### src/rtl/zc_pkg.sv
package zc_pkg;
  localparam int unsigned WORD_W   = 32;
  localparam int unsigned BYTE_W   = 8;
  localparam int unsigned N_BYTES  = WORD_W / BYTE_W;
  localparam int unsigned HDR_W    = 6;
  localparam int unsigned LEN_W    = HDR_W - 1;
  localparam int unsigned ENTRY_W  = 1 + WORD_W + N_BYTES;
  localparam int unsigned CE_POS   = ENTRY_W - 1;
  localparam int unsigned DATA_LSB = N_BYTES;
  localparam int unsigned CNT_W    = $clog2(ENTRY_W + 1);

  localparam logic [WORD_W-1:0] HDR_COLS = {{HDR_W{1'b1}}, {(WORD_W-HDR_W){1'b0}}};
  localparam logic [ENTRY_W-1:0] PH1_COLS = {1'b1, HDR_COLS, {N_BYTES{1'b1}}};

  typedef enum logic [1:0] {RD_IDLE, RD_PH1, RD_PH2, RD_DONE} rd_state_e;

  // data columns below the leading run of length len
  function automatic logic [WORD_W-1:0] low_cols(input logic [LEN_W:0] len);
    return (len >= (LEN_W+1)'(WORD_W)) ? '0 : ({WORD_W{1'b1}} >> len);
  endfunction
endpackage

### src/rtl/zc_run_count.sv
module zc_run_count #(
  parameter int unsigned W  = 32,
  parameter int unsigned LW = 5
) (
  input  logic [W-1:0] word_i,
  output logic         pol_o,
  output logic [LW:0]  len_o
);
  always_comb begin
    int   n;
    logic stop;
    n    = 1;
    stop = 1'b0;
    for (int i = int'(W) - 2; i >= 0; i--) begin
      if (!stop) begin
        if (word_i[i] == word_i[W-1]) n = n + 1;
        else                          stop = 1'b1;
      end
    end
    pol_o = word_i[W-1];
    len_o = (LW+1)'(n);
  end
endmodule

### src/rtl/zc_encoder.sv
module zc_encoder
  import zc_pkg::*;
#(
  parameter int unsigned RUN_THRESH = 8
) (
  input  logic [WORD_W-1:0]  word_i,
  output logic [ENTRY_W-1:0] entry_o,
  output logic [ENTRY_W-1:0] col_en_o
);
  logic              pol;
  logic [LEN_W:0]    len;
  logic [LEN_W-1:0]  len_m1;
  logic [N_BYTES-1:0] zb;
  logic [WORD_W-1:0] byte_cols;
  logic [WORD_W-1:0] low;
  logic              long_run;

  zc_run_count #(.W(WORD_W), .LW(LEN_W)) i_run (
    .word_i(word_i),
    .pol_o (pol),
    .len_o (len)
  );

  for (genvar b = 0; b < N_BYTES; b++) begin : g_byte
    assign zb[b]                       = ~|word_i[b*BYTE_W +: BYTE_W];
    assign byte_cols[b*BYTE_W +: BYTE_W] = {BYTE_W{~zb[b]}};
  end

  assign len_m1   = LEN_W'(len - (LEN_W+1)'(1));
  assign long_run = len > (LEN_W+1)'(RUN_THRESH);
  assign low      = low_cols(len);

  always_comb begin
    entry_o  = '0;
    col_en_o = '0;
    col_en_o[CE_POS] = 1'b1;
    if (long_run) begin
      entry_o[CE_POS] = 1'b1;
      entry_o[DATA_LSB +: WORD_W]  = (word_i & low) | {pol, len_m1, {(WORD_W-HDR_W){1'b0}}};
      col_en_o[DATA_LSB +: WORD_W] = low | HDR_COLS;
    end else begin
      entry_o[DATA_LSB +: WORD_W]  = word_i;
      entry_o[N_BYTES-1:0]         = zb;
      col_en_o[DATA_LSB +: WORD_W] = byte_cols;
      col_en_o[N_BYTES-1:0]        = '1;
    end
  end
endmodule

### src/rtl/zc_popcount.sv
module zc_popcount #(
  parameter int unsigned W  = 37,
  parameter int unsigned CW = $clog2(W + 1)
) (
  input  logic [W-1:0]  vec_i,
  output logic [CW-1:0] cnt_o
);
  always_comb begin
    cnt_o = '0;
    for (int i = 0; i < int'(W); i++) cnt_o = cnt_o + CW'(vec_i[i]);
  end
endmodule

### src/rtl/zc_read_fsm.sv
module zc_read_fsm
  import zc_pkg::*;
(
  input  logic               clk_i,
  input  logic               rst_ni,
  input  logic               req_i,
  input  logic [ENTRY_W-1:0] sense_i,
  output logic               ready_o,
  output logic [ENTRY_W-1:0] col_en_o,
  output logic               valid_o,
  output logic [WORD_W-1:0]  data_o
);
  rd_state_e          state_q, state_d;
  logic               ce_q;
  logic [HDR_W-1:0]   top_q;
  logic [N_BYTES-1:0] zib_q;
  logic [WORD_W-1:0]  data_q;

  logic [LEN_W:0]     len_rd;
  logic [WORD_W-1:0]  low, byte_cols, sdata, word_rec;

  assign len_rd = {1'b0, top_q[LEN_W-1:0]} + (LEN_W+1)'(1);
  assign low    = low_cols(len_rd);
  assign sdata  = sense_i[DATA_LSB +: WORD_W];

  for (genvar b = 0; b < N_BYTES; b++) begin : g_byte
    assign byte_cols[b*BYTE_W +: BYTE_W] = {BYTE_W{~zib_q[b]}};
  end

  always_comb begin
    if (ce_q) word_rec = (sdata & low) | (top_q[HDR_W-1] ? ~low : '0);
    else      word_rec = ((sdata & ~HDR_COLS) | {top_q, {(WORD_W-HDR_W){1'b0}}}) & byte_cols;
  end

  always_comb begin
    state_d  = state_q;
    col_en_o = '0;
    unique case (state_q)
      RD_IDLE: if (req_i) state_d = RD_PH1;
      RD_PH1: begin
        col_en_o = PH1_COLS;
        state_d  = RD_PH2;
      end
      RD_PH2: begin
        col_en_o[DATA_LSB +: WORD_W] = ce_q ? low : (byte_cols & ~HDR_COLS);
        state_d = RD_DONE;
      end
      RD_DONE: state_d = RD_IDLE;
      default: state_d = RD_IDLE;
    endcase
  end

  always_ff @(posedge clk_i or negedge rst_ni) begin
    if (!rst_ni) begin
      state_q <= RD_IDLE;
      ce_q    <= 1'b0;
      top_q   <= '0;
      zib_q   <= '0;
      data_q  <= '0;
    end else begin
      state_q <= state_d;
      if (state_q == RD_PH1) begin
        ce_q  <= sense_i[CE_POS];
        top_q <= sense_i[DATA_LSB+WORD_W-HDR_W +: HDR_W];
        zib_q <= sense_i[N_BYTES-1:0];
      end
      if (state_q == RD_PH2) data_q <= word_rec;
    end
  end

  assign ready_o = (state_q == RD_IDLE);
  assign valid_o = (state_q == RD_DONE);
  assign data_o  = data_q;
endmodule

### src/rtl/zcodec.sv
module zcodec
  import zc_pkg::*;
#(
  parameter int unsigned RUN_THRESH = 8
) (
  input  logic               clk_i,
  input  logic               rst_ni,
  input  logic [WORD_W-1:0]  wr_data_i,
  output logic [ENTRY_W-1:0] wr_entry_o,
  output logic [ENTRY_W-1:0] wr_col_en_o,
  output logic [CNT_W-1:0]   wr_col_cnt_o,
  input  logic               rd_req_i,
  output logic               rd_ready_o,
  input  logic [ENTRY_W-1:0] rd_sense_i,
  output logic [ENTRY_W-1:0] rd_col_en_o,
  output logic [CNT_W-1:0]   rd_col_cnt_o,
  output logic               rd_valid_o,
  output logic [WORD_W-1:0]  rd_data_o
);
  zc_encoder #(.RUN_THRESH(RUN_THRESH)) i_enc (
    .word_i  (wr_data_i),
    .entry_o (wr_entry_o),
    .col_en_o(wr_col_en_o)
  );

  zc_read_fsm i_rd (
    .clk_i   (clk_i),
    .rst_ni  (rst_ni),
    .req_i   (rd_req_i),
    .sense_i (rd_sense_i),
    .ready_o (rd_ready_o),
    .col_en_o(rd_col_en_o),
    .valid_o (rd_valid_o),
    .data_o  (rd_data_o)
  );

  zc_popcount #(.W(ENTRY_W), .CW(CNT_W)) i_wr_cnt (
    .vec_i(wr_col_en_o),
    .cnt_o(wr_col_cnt_o)
  );

  zc_popcount #(.W(ENTRY_W), .CW(CNT_W)) i_rd_cnt (
    .vec_i(rd_col_en_o),
    .cnt_o(rd_col_cnt_o)
  );
endmodule

### config.mk
export PLATFORM = sky130hd
export DESIGN_NAME = zcodec
export DESIGN_NICKNAME = d
export VERILOG_FILES = /design/src/rtl/zc_pkg.sv /design/src/rtl/zc_run_count.sv /design/src/rtl/zc_encoder.sv /design/src/rtl/zc_popcount.sv /design/src/rtl/zc_read_fsm.sv /design/src/rtl/zcodec.sv
export SDC_FILE = /design/constraint.sdc
export NUM_CORES = 1
export LEC_CHECK = 0
export BUFFER_PORTS_ARGS = -buffer_cell sky130_fd_sc_hd__buf_4
export CAP_MARGIN = 0
export CORE_MARGIN = 4
export CORE_UTILIZATION = 45
export CTS_CLUSTER_DIAMETER = 80
export DETAILED_ROUTE_END_ITERATION = 8
export PLACE_DENSITY_LB_ADDON = 0.1
export SLEW_MARGIN = 20
export SYNTH_ARGS = -nofsm -noshare
export SYNTH_HDL_FRONTEND = slang
export SYNTH_SLANG_ARGS = --single-unit
### constraint.sdc
create_clock -name clk_i -period 32.3 [get_ports clk_i]
set_input_delay 4.845 -clock clk_i [delete_from_list [all_inputs] [get_ports clk_i]]
set_output_delay 4.845 -clock clk_i [all_outputs]
set_load 0.02 [all_outputs]
; ---- Yosys cells after proc, flatten, opt, wreduce, memory -nomap -nowiden
; Index checks and enable logic that the tools add are counted.
[classes]
n_mux = 135
n_lt_le_gt_ge = 3
multipliers = 0
bitwise = 11
n_shift = 2
add_sub_neg = 104
reduce_logical = 9
div = 0
eq_ne = 35
[ops]
columns = operator, count
row1 = $add A6 B1 Y6, 69
row2 = $mux W6, 58
row3 = $mux W32, 7
row4 = $add A6 B2 Y6 const B, 28
row5 = $and A32 B32 Y32, 3
row6 = $or A32 B32 Y32, 2
row7 = $pmux W32 S2, 1
row8 = $shr A32 B6 Y32 const A, 2
row9 = $mux W1, 61
row10 = $not A32 Y32, 1
row11 = $or A26 B32 Y32, 1
row12 = $reduce_or A8 Y1, 4
row13 = $eq A1 B1 Y1, 31
row14 = $ge A6 B6 Y1 const B, 2
row15 = $mux W4, 3
row16 = $pmux W2 S4, 1
row17 = $add A5 B1 Y6 const B, 1
row18 = $add A6 B1 Y6 const B, 1
row19 = $gt A6 B4 Y1 const B, 1
row20 = $mux W3, 2
row21 = $sub A5 B1 Y5 const B, 1
row22 = $add A1 B1 Y2, 2
row23 = $add A3 B1 Y4 const B, 1
row24 = $eq A2 B2 Y1 const B, 2
row25 = 7 further kinds, 14
[totals]
latch_bits = 0
word_cells = 304
reg_bits = 45
rom_bits = 0
ram_bits = 0
mem_count = 0
output_inout_bits = 157
input_bits = 72

; ---- Depth between registers and ports, before layout
; Gate-level depths: netlist of run 1.
[depth]
ltp_word = 130
depth_mapped = 100

; ---- By module
; Synthesis of run 1 repeated with hierarchy kept, for this count alone.
[unflattened]
cells_unflattened = 1354
area_unflattened_um2 = 10169.8
[modules_own_cells]
columns = module, n_inst, area_per_inst_um2, seq_area_each_um2, cells_per_inst
row1 = zc_run_count, 1, 4254.1, 0.0, 647
row2 = zc_read_fsm, 1, 2999.1, 1126.1, 360
row3 = zc_popcount, 2, 955.9, 0.0, 98
row4 = zc_encoder, 1, 1004.7, 0.0, 151

; ---- Least setup slack after synthesis of run 1
; Ideal clock, no wire load.
[synth_path]
path_kind = input to output
from = input wr_data_i[31]
to = output wr_col_cnt_o[5]
path_buffers = 4
cell_stages = 87
required_time_ns = 27.455
slack_ns = 4.333
arrival_time_ns = 23.122
path_cell_list = buf_2 > buf_4 > buf_2 > clkinv_1 > ha_1 > buf_1 > a311oi_1 > ha_1 > o21bai_1 > o311ai_0 > a21oi_1 > ha_1 > mux2_2 > a31oi_1 > nor2_1 > a22o_1 > xor2_1 > a21oi_1 > (+51 left out) > nor2_4 > and2_1 > fa_1 > inv_1 > fa_1 > inv_1 > fa_1 > fa_1 > fa_1 > inv_1 > fa_1 > inv_1 > ha_1 > a21o_1 > a21oi_1 > o21bai_1 > a21oi_1 > xnor2_1
[synth_between]
elab_chain_len = 130
[synth_rtl]
columns = element, line_no
row1 = from (decl), zcodec.sv:8  ; input logic [WORD_W-1:0] wr_data_i,
row2 = $eq A1 B1 Y1, zc_run_count.sv:16  ; if (word_i[i] == word_i[W-1]) n = n + 1;
row3 = $mux W2, zc_run_count.sv:16
row4 = $add A2 B1 Y3, zc_run_count.sv:16
row5 = $mux W3, zc_run_count.sv:16
row6 = $mux W3, zc_run_count.sv:15  ; if (!stop) begin
row7 = $add A3 B1 Y4, zc_run_count.sv:16
row8 = $mux W6, zc_run_count.sv:16
row9 = $mux W6, zc_run_count.sv:15
row10 = (+81 left out), -
row11 = $add A6 B2 Y6, zc_run_count.sv:16
row12 = $mux W6, zc_run_count.sv:16
row13 = $mux W6 *, zc_run_count.sv:15
row14 = $gt A6 B4 Y1 *, zc_encoder.sv:30  ; assign long_run = len > (LEN_W+1)'(RUN_THRESH);
row15 = $mux W4 *, zc_encoder.sv:37  ; if (long_run) begin
row16 = net wr_col_en_o[0], zcodec.sv:10  ; output logic [ENTRY_W-1:0] wr_col_en_o,
row17 = $add A1 B1 Y2 *, zc_popcount.sv:10  ; for (int i = 0; i < int'(W); i++) cnt_o = cnt_o + CW'(vec_i[i]);
row18 = $add A6 B1 Y6 * (35 in series), zc_popcount.sv:10
row19 = to (decl), zcodec.sv:11  ; output logic [CNT_W-1:0] wr_col_cnt_o,
; The timed path passes the listed nets; every way through them passes the cells marked *.

; ---- Worst setup path after layout of run 1
[layout_path]
from = input wr_data_i[31]
to = output wr_col_cnt_o[5]
[layout_between]
elab_chain_len = 130
[layout_rtl]
columns = element, line_no
row1 = $eq A1 B1 Y1, zc_run_count.sv:16
row2 = $mux W2, zc_run_count.sv:16
row3 = $add A2 B1 Y3, zc_run_count.sv:16
row4 = $mux W3, zc_run_count.sv:16
row5 = $mux W3, zc_run_count.sv:15
row6 = $add A3 B1 Y4, zc_run_count.sv:16
row7 = $mux W6, zc_run_count.sv:16
row8 = $mux W6, zc_run_count.sv:15
row9 = (+81 left out), -
row10 = $add A6 B2 Y6, zc_run_count.sv:16
row11 = $mux W6, zc_run_count.sv:16
row12 = $mux W6, zc_run_count.sv:15
row13 = $gt A6 B4 Y1, zc_encoder.sv:30
row14 = $mux W4, zc_encoder.sv:37
row15 = $add A1 B1 Y2, zc_popcount.sv:10
row16 = $add A6 B1 Y6 (33 in series), zc_popcount.sv:10
row17 = $add A6 B1 Y6 * (2 in series), zc_popcount.sv:10
; Every way passes the cells marked *; elsewhere a longest branch is shown, timed or not.

==> results.md, run 1 <==
* Final WL at 37.0 mm
* Min Tclk post-route at between 30000 and 40000 ps
* Post-Syn Instances at 1529
* Tot GR Track Use at 0.268
* Vias per std cell at between 5 and 6
* Row cnt at between 50 and 60
* Min-delay src: i_rd.data_o[9]
* Synth cell types at 89
* Final Power at around 0.0012 W
* EDFF count, synth at 0
* Asr flop ratio synth at 1.00
* Hold Buf Count CTS at 0
* CP max stage cell: a311oi_1
* Max_slew headroom at 0.308
* Largest net degree at the start of global routing at just over 70
* Worst Setup Slack, final at 2050 ps
* Die area at 0.0266 mm2
* RSZ-0062 raised after global routing: no
* Post-CTS Setup Repair Bufs at 0
* Maximum VDD drop at 318 uV
* Commonest non-fill, non-tap cell in the layout: buf_4
* Placed cell areas at 0.0126 mm2
* Initial Util at 0.459
* Outcome: complete, no violations
* Period utilisation layout at 0.936
* Hold Slack at roughly 490 ps
* Routed Antenna Nets at 0
* Top_reg_cell synth: dfrtp_1
* Hold depth at 1
* Hold Fails Final Rpt at 0
* DR iter-0 viols at between 700 and 800
* CTS tree: built
* Place WS at 2270 ps
* Sequential share of the synthesized area at 0.104
* Routed len/inst at 18.5 um
* Reg2Reg Launch Point: i_rd.top_q[2]
* Fill cell count at 2394
* Area Growth Syn to Fin at 17.4%
* Worst path required time at 27450 ps
* CTS Buf Count at 5
* Post-route cell area at about 0.013 mm2
* Slew Limit Fails at 0
* LEAKAGE at between 5 and 6 nW
* IO buf count at roughly 230
* Clk buf depth at 2
* H-tree depth at 2
* Mapped Nets at between 1500 and 2000
* Ant diodes at 0
* First drt pass iteration count at 5
* Gpl congestion at 0.939
* DP HPWL at around 30 mm
* Worst-margin pin slew at 1030 ps
* CTS root buf: clkbuf_16
* Power per cell area at roughly 91 mW/mm2
* Synth warnings at 0
* Core area at 0.0236 mm2
* CP Launch Type: input port
* Most frequent cells in the layout: buf_4 (233), nor2_1 (172), nand2_1 (156)
* Slowest cell delay on critical path at 810 ps
* DR vias at 11503
* Flop2flop setup slack at 29870 ps
* I/O pin count at 229
* Crit path capture type: primary output
* Die Ht at 163 um
* Sink Count at 45
* First-pass GRT wire length at 58.2 mm
* CP most frequent cell: ha_1
* Critical R2R Capture: i_rd.data_o[0]
* Post-Syn Area at between 0.01 and 0.015 mm2
* Setup skew after layout at around 7 ps
* WHS Endpoint: i_rd.data_o[9]
* Crit Path Class: in -> out
* Register bit total from synthesis at between 40 and 50
* CP max FO at 25
* Share of layout cells above drive strength 1 at 0.185
* NumNets Final at 1852
* Initial antenna violation count at 0
* Final setup fails at 0
* WP data arrival at 25400 ps
* FMAX at 33.1 MHz
* Hold Crit Class: reg -> reg
* DRC viols at 0
* Post-cts resize count at 0
* Die span in x at 163 um
* Setup TNS at 0 ps
* R2r worst-path depth at 6
* Syn Area/Cell at slightly above 7 um2
* Clock latency on the worst-skew pair at 290 ps
* Vias in the first global route at between 10000 and 15000
* Clock transition at path regs at 60 ps
* Max_cap viols at 0
* Grt total ovfl at 0
[per-stage QoR]
stage | utilization | instances
2_1_floorplan | - | 1529
3_3_place_gp | 0.532 | 1989
5_1_grt | 0.539 | 1997
6_report | 0.539 | 1997
4_1_cts | 0.539 | 1997
3_5_place_dp | 0.532 | 1989
[where the power goes]
group	internal, W	switching [W]
combinational	0.000403	0.000565
clock	0.0000386	0.0000226
sequential	0.0000862	0.0000406
total	0.000528	0.000628
[Yosys cell counts, types with 8 or more instances]
| cell type | instances | area share |
|---|---|---|
| buf_1 | 8 | 0.0028 |
| o211ai_1 | 15 | 0.010 |
| and3_1 | 36 | 0.021 |
| o22ai_1 | 11 | 0.0063 |
| or3_1 | 12 | 0.0069 |
| nor3_1 | 36 | 0.017 |
| dfrtp_1 | 45 | 0.10 |
| buf_2 | 9 | 0.0042 |
| xor2_1 | 38 | 0.031 |
| nand4_1 | 9 | 0.0052 |
| a21oi_1 | 135 | 0.062 |
| nor2_1 | 172 | 0.060 |
| ha_1 | 57 | 0.066 |
| o21a_1 | 16 | 0.011 |
| nor4_1 | 10 | 0.0058 |
| mux2i_1 | 27 | 0.025 |
| buf_4 | 16 | 0.011 |
| or2_2 | 14 | 0.0081 |
| and2_1 | 29 | 0.017 |
| nand2b_1 | 13 | 0.0075 |
| a211oi_1 | 15 | 0.010 |
| o211a_1 | 9 | 0.0083 |
| nor3b_1 | 9 | 0.0062 |
| inv_1 | 129 | 0.045 |
| a21o_1 | 14 | 0.0097 |
| nand3_1 | 48 | 0.022 |
| a31oi_1 | 17 | 0.0098 |
| nand2_1 | 156 | 0.054 |
| mux2_2 | 21 | 0.022 |
| o21ai_0 | 73 | 0.034 |
| o31ai_1 | 9 | 0.0062 |
| a22oi_1 | 14 | 0.0097 |
| fa_1 | 46 | 0.085 |
| xnor2_1 | 65 | 0.052 |
| clkbuf_1 | 56 | 0.019 |
| nor2b_1 | 11 | 0.0063 |
[logic make-up after synthesis]
logic type	Yosys count	synth area share
AO/OA/AOI/OAI	397	0.236
XOR/XNOR	118	0.112
adder cells (fa/ha/maj)	105	0.153
buffers and inverters	229	0.0879
flip-flops	45	0.104
multiplexers	48	0.0467
other	1	0.000346
AND/OR/NAND/NOR	586	0.261
[critical path, delay by kind of cell]
kind                     cells  cell delay [ps]
AO/OA/AOI/OAI               36             7880
XOR/XNOR                     5             1160
adder cells (fa/ha/maj)     21             8020
buffers and inverters       11             1260
multiplexers                 5             1050
AND/OR/NAND/NOR              9             1170
[state kept, by name, summed over array words and instances (netlist names)]
signal	flops
i_rd.ce_q	1
i_rd.top_q	6
i_rd.zib_q	4
i_rd.state_q	2
i_rd.data_o	32
[how the worst max path moves through the flow]
stage | slack [ps] | depth (start not counted) | startpoint | end
6_report | 2050 | 87 | wr_data_i[31] | wr_col_cnt_o[5]
5_1_grt | 630 | 87 | wr_data_i[31] | wr_col_cnt_o[5]
4_1_cts | 2170 | 87 | wr_data_i[31] | wr_col_cnt_o[5]
3_5_place_dp | 2270 | 87 | wr_data_i[31] | wr_col_cnt_o[5]
3_3_place_gp | 2960 | 87 | wr_data_i[31] | wr_col_cnt_o[5]
2_1_floorplan | 4330 | 87 | wr_data_i[31] | wr_col_cnt_o[5]
[final cells by class]
type                    instances  area, um2  area share
clock buffers                   6        139      0.0109
clock inverters                 2       37.5     0.00295
inverters                     137        514      0.0404
multi-input cells            1255       8770       0.689
flip-flops and latches         45       1130      0.0884
well taps                     319        399      0.0313
repair buffers                233       1750       0.137
[layer usage]
metal  vias to the layer above  global-route usage  wire (um)
met5                         -                   0          0
met4                         0              0.0945       1420
met3                        78              0.0550       2740
met2                       387               0.463      17900
met1                      5416               0.332      15000
li1                       5622                   -          -
Note: power is estimated with default switching activity, not from simulation.
==> inputs of run 2 (changes only) <==
--- a/config.mk
+++ b/config.mk
@@ -11,6 +11,7 @@
 export CORE_UTILIZATION = 45
 export CTS_CLUSTER_DIAMETER = 80
 export DETAILED_ROUTE_END_ITERATION = 8
+export MAX_ROUTING_LAYER = met4
 export PLACE_DENSITY_LB_ADDON = 0.1
 export SLEW_MARGIN = 20
 export SYNTH_ARGS = -nofsm -noshare
==> constraint.sdc (replaced) <==
create_clock -name clk_i -period 35.2 [get_ports clk_i]
set_input_delay 5.28 -clock clk_i [delete_from_list [all_inputs] [get_ports clk_i]]
set_output_delay 5.28 -clock clk_i [all_outputs]
set_load 0.02 [all_outputs]
==> results.md, run 2 (same netlist as run 1, synthesis figures left out) <==
* Outcome: complete, no violations
* Inst Count DP at 1991
* Routed len/inst at roughly 19 um
* WHS Endpoint: i_rd.data_o[9]
* I/O pin count at 229
* H-tree depth at 2
* CP max stage cell: xnor3_2
* Area Growth Syn to Fin at 17.5%
* Placed cell areas at 0.0126 mm2
* Ant diodes at 0
* Gpl congestion at 0.971
* Initial antenna violation count at 0
* DP HPWL at 30.4 mm
* Min Tclk post-route at 31120 ps
* Max_slew headroom at 0.292
* Slowest cell delay on critical path at between 700 and 800 ps
* Most frequent cells in the layout: buf_4 (235), nor2_1 (172), nand2_1 (156)
* Final setup fails at 0
* Die Ht at 163 um
* R2r worst-path depth at 7
* CTS root buf: clkbuf_16
* Crit Path Class: in -> out
* DRC viols at 0
* Die area at 0.0266 mm2
* Clk buf depth at 2
* CTS Buf Count at 5
* Min-delay src: i_rd.data_o[9]
* Grt total ovfl at 0
* First-pass GRT wire length at 59.3 mm
* Reg2Reg Launch Point: i_rd.top_q[2]
* Setup TNS at 0 ps
* Post-route cell area at 0.0127 mm2
* Final WL at 37.4 mm
* Worst-margin pin slew at 1050 ps
* Setup skew after layout at 8.13 ps
* Routed Antenna Nets at 0
* Hold Fails Final Rpt at 0
* Slew Limit Fails at 0
* Power per cell area at 82.5 mW/mm2
* Tot GR Track Use at 0.282
* Clock transition at path regs at 60 ps
* RSZ-0062 raised after global routing: no
* Largest net degree at the start of global routing at 71
* NumNets Final at 1854
* CP max FO at between 40 and 50
* CTS tree: built
* First drt pass iteration count at 5
* Post-CTS Setup Repair Bufs at 0
* Row cnt at 56
* Share of layout cells above drive strength 1 at 0.188
* Flop2flop setup slack at 32720 ps
* Sink Count at 45
* DR iter-0 viols at 857
* Worst path required time at 29920 ps
* Hold depth at 1
* Vias per std cell at 5.75
* WP data arrival at 25840 ps
* Hold Buf Count CTS at 0
* LEAKAGE at about 5.8 nW
* DR vias at approximately 12000
* Max reg flops at 32
* Die span in x at 163 um
* FMAX at 32.1 MHz
* Crit path capture type: primary output
* Core area at 0.0236 mm2
* Post-cts resize count at 0
* Critical R2R Capture: i_rd.data_o[20]
* Initial Util at 0.459
* Vias in the first global route at 11181
* Clock latency on the worst-skew pair at ~290 ps
* Period utilisation layout at 0.884
* Hold Crit Class: reg -> reg
* Max_cap viols at 0
* Commonest non-fill, non-tap cell in the layout: buf_4
* CP Launch Type: input port
* Non-Filler Instances at 1999
* Maximum VDD drop at 337 uV
* IO buf count at 227
* CP most frequent cell: ha_1
==> run 2: through the flow <==
stage	setup WS, ps	hold slack [ps]	total power [W]	utilization
6_report	4080	491	0.00105	0.540
4_1_cts	4350	492	0.00107	0.539
3_5_place_dp	4450	476	0.00101	0.532
3_3_place_gp	5020	464	0.00101	0.532
5_1_grt	2550	505	0.00119	0.540
2_1_floorplan	6360	496	0.000731	-
==> run 2: worst max path at each step <==
| stage | startpoint | to | slack [ps] | cells after the start |
|---|---|---|---|---|
| after global routing | wr_data_i[31] | wr_col_cnt_o[4] | 2550 | 87 |
| after detailed placement | wr_data_i[31] | wr_col_cnt_o[5] | 4450 | 86 |
| after floorplan | wr_data_i[31] | wr_col_cnt_o[5] | 6360 | 87 |
| after global placement | wr_data_i[31] | wr_col_cnt_o[5] | 5020 | 86 |
| after CTS | wr_data_i[31] | wr_col_cnt_o[5] | 4350 | 86 |
| final | wr_data_i[31] | wr_col_cnt_o[5] | 4080 | 87 |
==> run 2: report_power, final <==
group	internal (W)	leakage (nW)	switching [W]
logic	0.000370	5.22	0.000518
clock network	0.0000305	0.0805	0.0000208
registers	0.0000791	0.520	0.0000342
total	0.000479	5.82	0.000572
==> run 2: cell type report <==
type                       instances  area, um2
multi-input combinational       1255       8780
sequential                        45       1130
fill                            2369      10900
clock inverter                     1       8.76
inverter                         137        514
timing repair buffer             235       1760
clock buffer                       7        153
tap                              319        399
==> run 2: per-layer routing <==
layer	global-route usage	vias to the layer above	wire length (um)
met1	0.343	5416	15400
met2	0.477	398	18300
met3	0.0497	65	2480
met5	-	-	0
met4	0.0915	0	1330
li1	-	5625	-
==> run 2: worst max-delay path, delay by kind of cell <==
kind	cells	cell delay (ps)
adder cells (fa/ha/maj)	21	7890
AO/OA/AOI/OAI	31	6430
XOR/XNOR	6	1910
AND/OR/NAND/NOR	12	1730
buffers and inverters	12	1510
multiplexers	5	1080
